--- config.mk ---
export PLATFORM = sky130hd
export DESIGN_NAME = fetch_pc_unit
export DESIGN_NICKNAME = d
export VERILOG_FILES = /design/src/rtl/fetch_pc_pkg.sv /design/src/rtl/npc_decode.sv /design/src/rtl/npc_adders.sv /design/src/rtl/npc_mux.sv /design/src/rtl/pc_reg.sv /design/src/rtl/fetch_pc_unit.sv
export SDC_FILE = /design/constraint.sdc
export NUM_CORES = 1
export LEC_CHECK = 0
export ABC_AREA = 0
export BUFFER_PORTS_ARGS = -buffer_cell sky130_fd_sc_hd__buf_2
export CAP_MARGIN = 20
export CELL_PAD_IN_SITES_DETAIL_PLACEMENT = 1
export CELL_PAD_IN_SITES_GLOBAL_PLACEMENT = 1
export CORE_MARGIN = 5
export CORE_UTILIZATION = 44
export CTS_CLUSTER_DIAMETER = 30
export DETAILED_ROUTE_END_ITERATION = 6
export GPL_TIMING_DRIVEN = 0
export PLACE_DENSITY_LB_ADDON = 0.05
export SYNTH_ARGS = -nofsm -noshare
export SYNTH_HDL_FRONTEND = slang
export SYNTH_HIERARCHICAL = 1
export SYNTH_SLANG_ARGS = --single-unit
--- constraint.sdc ---
create_clock -name clk -period 6.58 [get_ports clk]
set_clock_uncertainty 0.15 [all_clocks]
set_input_delay 1.316 -clock clk [delete_from_list [all_inputs] [get_ports clk]]
set_output_delay 1.316 -clock clk [all_outputs]
set_load 0.02 [all_outputs]
--- src/rtl/fetch_pc_pkg.sv ---
// Package: shared types for the next-PC unit.
// Assumes: one selector value per next-PC source; nothing else is shared.
package fetch_pc_pkg;

    // Source of the value loaded into the PC at the next edge
    typedef enum logic [1:0] {
        NPC_SEQ    = 2'd0,
        NPC_BRANCH = 2'd1,
        NPC_JUMP   = 2'd2
    } npc_src_e;

endpackage

--- src/rtl/npc_decode.sv ---
// Module: npc_decode
// Turns the control requests and the ALU zero flag into a single source
// selection. Jump has priority over a taken branch; a branch counts only
// when the zero flag is set.
// Assumes: the inputs are stable before the clock edge (single-cycle core).
module npc_decode
    import fetch_pc_pkg::*;
(
    input  logic     branch_req,
    input  logic     alu_zero,
    input  logic     jump_req,
    output npc_src_e src
);

    // Priority selection: jump, then taken branch, then sequential
    always_comb begin
        if (jump_req)
            src = NPC_JUMP;
        else if (branch_req && alu_zero)
            src = NPC_BRANCH;
        else
            src = NPC_SEQ;
    end

endmodule

--- src/rtl/npc_adders.sv ---
// Module: npc_adders
// Holds the two address adders: PC + instruction size, and the
// incremented PC plus the sign-extended, word-scaled branch offset.
// Assumes: ADDR_W > IMM_W + WORD_SHIFT; sums wrap modulo 2^ADDR_W.
module npc_adders #(
    parameter int ADDR_W     = 32,
    parameter int IMM_W      = 16,
    parameter int WORD_SHIFT = 2
) (
    input  logic [ADDR_W-1:0] pc,
    input  logic [IMM_W-1:0]  imm,
    output logic [ADDR_W-1:0] pc_plus,
    output logic [ADDR_W-1:0] br_target
);

    localparam int EXT_W = ADDR_W - IMM_W - WORD_SHIFT;
    localparam logic [ADDR_W-1:0] STEP = ADDR_W'(1) << WORD_SHIFT;

    logic [ADDR_W-1:0] offset;

    // Sign-extend the immediate and scale it from words to bytes
    always_comb begin
        offset = {{EXT_W{imm[IMM_W-1]}}, imm, {WORD_SHIFT{1'b0}}};
    end

    // Sequential adder and branch-target adder
    always_comb begin
        pc_plus   = pc + STEP;
        br_target = pc_plus + offset;
    end

endmodule

--- src/rtl/npc_mux.sv ---
// Module: npc_mux
// Picks the next PC from the sequential value, the branch target, or a
// jump target built from the region bits of the incremented PC and the
// jump field.
// Assumes: REGION_W + TGT_W + WORD_SHIFT == ADDR_W.
module npc_mux
    import fetch_pc_pkg::*;
#(
    parameter int ADDR_W     = 32,
    parameter int TGT_W      = 26,
    parameter int WORD_SHIFT = 2,
    parameter int REGION_W   = ADDR_W - TGT_W - WORD_SHIFT
) (
    input  npc_src_e            src,
    input  logic [ADDR_W-1:0]   pc_plus,
    input  logic [ADDR_W-1:0]   br_target,
    input  logic [REGION_W-1:0] region,
    input  logic [TGT_W-1:0]    tgt,
    output logic [ADDR_W-1:0]   next_pc
);

    logic [ADDR_W-1:0] jmp_target;

    // Absolute jump target in the current region
    always_comb begin
        jmp_target = {region, tgt, {WORD_SHIFT{1'b0}}};
    end

    // Three-way next-PC selection
    always_comb begin
        unique case (src)
            NPC_JUMP:   next_pc = jmp_target;
            NPC_BRANCH: next_pc = br_target;
            default:    next_pc = pc_plus;
        endcase
    end

endmodule

--- src/rtl/pc_reg.sv ---
// Module: pc_reg
// The program counter flop. It loads on every rising edge, has no hold
// input, and a synchronous active-low reset forces RESET_PC.
// Assumes: rst_n is synchronous to clk.
module pc_reg #(
    parameter int                ADDR_W   = 32,
    parameter logic [ADDR_W-1:0] RESET_PC = '0
) (
    input  logic              clk,
    input  logic              rst_n,
    input  logic [ADDR_W-1:0] d,
    output logic [ADDR_W-1:0] q
);

    // Unconditional load every cycle, reset has priority
    always_ff @(posedge clk) begin
        if (!rst_n)
            q <= RESET_PC;
        else
            q <= d;
    end

endmodule

--- src/rtl/fetch_pc_unit.sv ---
// Module: fetch_pc_unit (top)
// Program counter plus next-address logic for a single-cycle core:
// sequential step, zero-gated relative branch, absolute jump (jump wins).
// Assumes: byte addresses, fixed-size instructions of 2^WORD_SHIFT bytes,
// and ADDR_W == REGION_W + TGT_W + WORD_SHIFT with REGION_W > 0.
module fetch_pc_unit
    import fetch_pc_pkg::*;
#(
    parameter int                ADDR_W     = 32,
    parameter int                IMM_W      = 16,
    parameter int                TGT_W      = 26,
    parameter int                WORD_SHIFT = 2,
    parameter logic [ADDR_W-1:0] RESET_PC   = '0
) (
    input  logic              clk,
    input  logic              rst_n,
    input  logic              branch_req,
    input  logic              alu_zero,
    input  logic              jump_req,
    input  logic [IMM_W-1:0]  br_imm,
    input  logic [TGT_W-1:0]  jmp_field,
    output logic [ADDR_W-1:0] pc
);

    localparam int REGION_W = ADDR_W - TGT_W - WORD_SHIFT;

    npc_src_e          src;
    logic [ADDR_W-1:0] pc_plus;
    logic [ADDR_W-1:0] br_target;
    logic [ADDR_W-1:0] next_pc;

    npc_decode u_decode (
        .branch_req (branch_req),
        .alu_zero   (alu_zero),
        .jump_req   (jump_req),
        .src        (src)
    );

    npc_adders #(
        .ADDR_W     (ADDR_W),
        .IMM_W      (IMM_W),
        .WORD_SHIFT (WORD_SHIFT)
    ) u_adders (
        .pc        (pc),
        .imm       (br_imm),
        .pc_plus   (pc_plus),
        .br_target (br_target)
    );

    npc_mux #(
        .ADDR_W     (ADDR_W),
        .TGT_W      (TGT_W),
        .WORD_SHIFT (WORD_SHIFT),
        .REGION_W   (REGION_W)
    ) u_mux (
        .src       (src),
        .pc_plus   (pc_plus),
        .br_target (br_target),
        .region    (pc_plus[ADDR_W-1 -: REGION_W]),
        .tgt       (jmp_field),
        .next_pc   (next_pc)
    );

    pc_reg #(
        .ADDR_W   (ADDR_W),
        .RESET_PC (RESET_PC)
    ) u_pc (
        .clk   (clk),
        .rst_n (rst_n),
        .d     (next_pc),
        .q     (pc)
    );

endmodule

==> flow_summary.toml <==
[outcome]
status = "complete, no violations"

[clocking]
cts_made_buffers = 5
cts_hold_buffers = 0
clk_path_buf_depth = 2
cts_resized = 0
cts.sinks = 32
htreeDepth = 2
clk_latency_ps = 290
clk_pin_slew_ps = 70
cts_tree = "yes"
cts_setup_buffers = 0
cts_root_buffer = "clkbuf_8"

[routing]
drc = 0
ant_nets = 0
wire_per_inst_um = 18.0
drtPass1Iterations = 4
drt-initial-drc-count = 168
vias_per_cell = 5.74
via_count = 4041
drt_wl_total_mm = 12.6

[setup_path]
start_kind = "flip-flop"
cp-end-kind = "flip-flop"
r2r-end = "u_pc/q[30]"
reg2reg_depth = 17
regToRegSetupSlack_ps = 2390
crit_required_ps = 6610
crit_arrival_ps = 4210
reg2reg_from = "u_pc/q[4]"
path_class = "reg -> reg"
critical_path_peak_fanout = 8

[power]
vdd_drop_max_mv = 0.0829
p_per_area_mw_per_mm2 = 146
power_leakage_nw = 2.12

[sta]
drv_slew = 0
final_hold_viol_count = 0
tns_ps = 0
rsz0062_at_grt = "false"
tightest_slew_ps = 470
layout_setup_ws_ps = 2390
finalSetupViolations = 0
slew-limit-headroom = 0.685
fmax_mhz = 239
fin_crit_ps = 4190
fin_crit_sh = 0.636

[global_routing]
grt.total_usage = 0.233
grt_pass1_vias = 4257
grt_pass1_wl_mm = 20.9
grt_max_degree = 16
gr-total-overflow = 0
antenna_found_initial = 0

[hold_path]
hold_depth = 4
min_path_type = "reg -> reg"
min_delay_worst_endpoint = "u_pc/q[2]"
hp-start = "u_pc/q[2]"

[placed_design]
dp_slack_ps = 2390
place_area_mm2 = 0.00437
place.gp.congestion = 0.901
hpwl_mm = 10.3
portBuffers = 78

[cells_and_area]
drive_gt1_frac = 0.277
layout.nets = 678
largest_reg_flops = 32
top_regs = "u_pc/q x32"
num_antenna_cells = 0
fill_cells = 1148
regMostFlops = "u_pc/q"
area_growth_pct = 16.5
stdcell_area_mm2 = 0.00449

[floorplan]
die_h_um = 104
die_w_um = 104
core-area_mm2 = 0.00864
die_area_mm2 = 0.0107
io_pins = 79
start_util = 0.446
rows = 34

[logic_synthesis]
synth_ff_type = "dfxtp_1"
async_flop_share = 0
ys_types = 60
synth_area_leaders = "dfxtp_1 (17%), ha_1 (11%), xnor2_1 (7.3%)"
synthTopCellsByCount = "nand2_1 (68), ha_1 (35), o21ai_1 (35)"
ys_seq_elements = 32
syn_inst = 510
yosysMostFrequentCell = "nand2_1"
syn_nets = 593
avgSynthCellArea_um2 = 7.55
synth_edf_count = 0
synth_top_cell_area_share = 0.166
seq_area_frac_synth = 0.166
synth_top_cell_by_area = "dfxtp_1"
synthesis.area_mm2 = 0.00385
ys_warn_count = 6

[job]
maxCapViolations = 0
[cells by family after synthesis]
kind of cell,share of synthesized area
flops,0.166
buf+inv,0.0608
xor+xnor,0.126
simple gates,0.257
fa+ha+maj,0.119
compound gates,0.270
[power by group]
group,switching (mW),internal [mW]
Sequential,0.0108,0.203
Clock,0.0849,0.112
Combinational,0.146,0.0988
Total,0.241,0.414
[final cells by class]
type                            instances  area (um2)  area share
Multi-Input combinational cell        434        2970       0.663
Clock inverter                          3        42.5     0.00948
Buffer                                 32         189      0.0421
Inverter                               12        45.0      0.0100
Sequential cell                        32         641       0.143
Timing Repair Buffer                   78         390      0.0870
Clock buffer                            5        68.8      0.0153
Tap cell                              108         135      0.0301
[worst max path at each step]
stage               from    endpoint  slack, ps  depth (start not counted)
6_report       u_pc/q[4]  u_pc/q[30]       2390                         17
2_1_floorplan  u_pc/q[4]  u_pc/q[30]       2880                         17
3_5_place_dp   br_imm[0]  u_pc/q[24]       2390                         13
5_1_grt        u_pc/q[4]  u_pc/q[31]       2140                         16
3_3_place_gp   br_imm[0]  u_pc/q[24]       2400                         13
4_1_cts        u_pc/q[4]  u_pc/q[30]       2400                         17
[routing by layer]
layer / track usage / routed length (um) / up-vias
met5: 0 / 0 / -
met4: 0.0590 / 213 / 0
met3: 0.0361 / 533 / 19
met2: 0.392 / 5980 / 107
met1: 0.310 / 5920 / 1929
li1: - / - / 1986
[layout by cell type (no fill, tap or decap), drive strengths merged, types with 4 or more instances in the layout]
cell type	count
o21ai	55
buf	98
ha	35
nor3	6
and2	35
a21o	11
a22oi	30
nand3	17
a21oi	32
xnor2	32
o211ai	4
nor2b	4
and3	10
nand2	69
xor2	21
a31oi	5
clkbuf	16
dfxtp	32
inv	12
nor2	24
o21bai	6
nand4	7
[per-stage QoR]
step / instances / hold slack (ps) / utilization / power, mW
2_1_floorplan: 510 / 583 / - / 0.388
3_3_place_gp: 696 / 526 / 0.507 / 0.454
3_5_place_dp: 696 / 545 / 0.507 / 0.460
4_1_cts: 704 / 567 / 0.519 / 0.661
5_1_grt: 704 / 620 / 0.519 / 0.699
6_report: 704 / 564 / 0.519 / 0.655
[worst max-delay path: stages (launching register included)]
cell	delay, ps
dfxtp_1	450
and4_4	290
and3_1	150
buf_4	130
nand3_1	250
nor2_1	220
xor2_1	230
ha_1	260
clkbuf_1	190
and3_1	230
a221o_1	320
a21o_1	220
o211ai_1	220
o211ai_1	140
xor2_1	160
a22oi_1	180
o21ai_1	90
and2_2	170
Power figures use the tool's default switching activity.
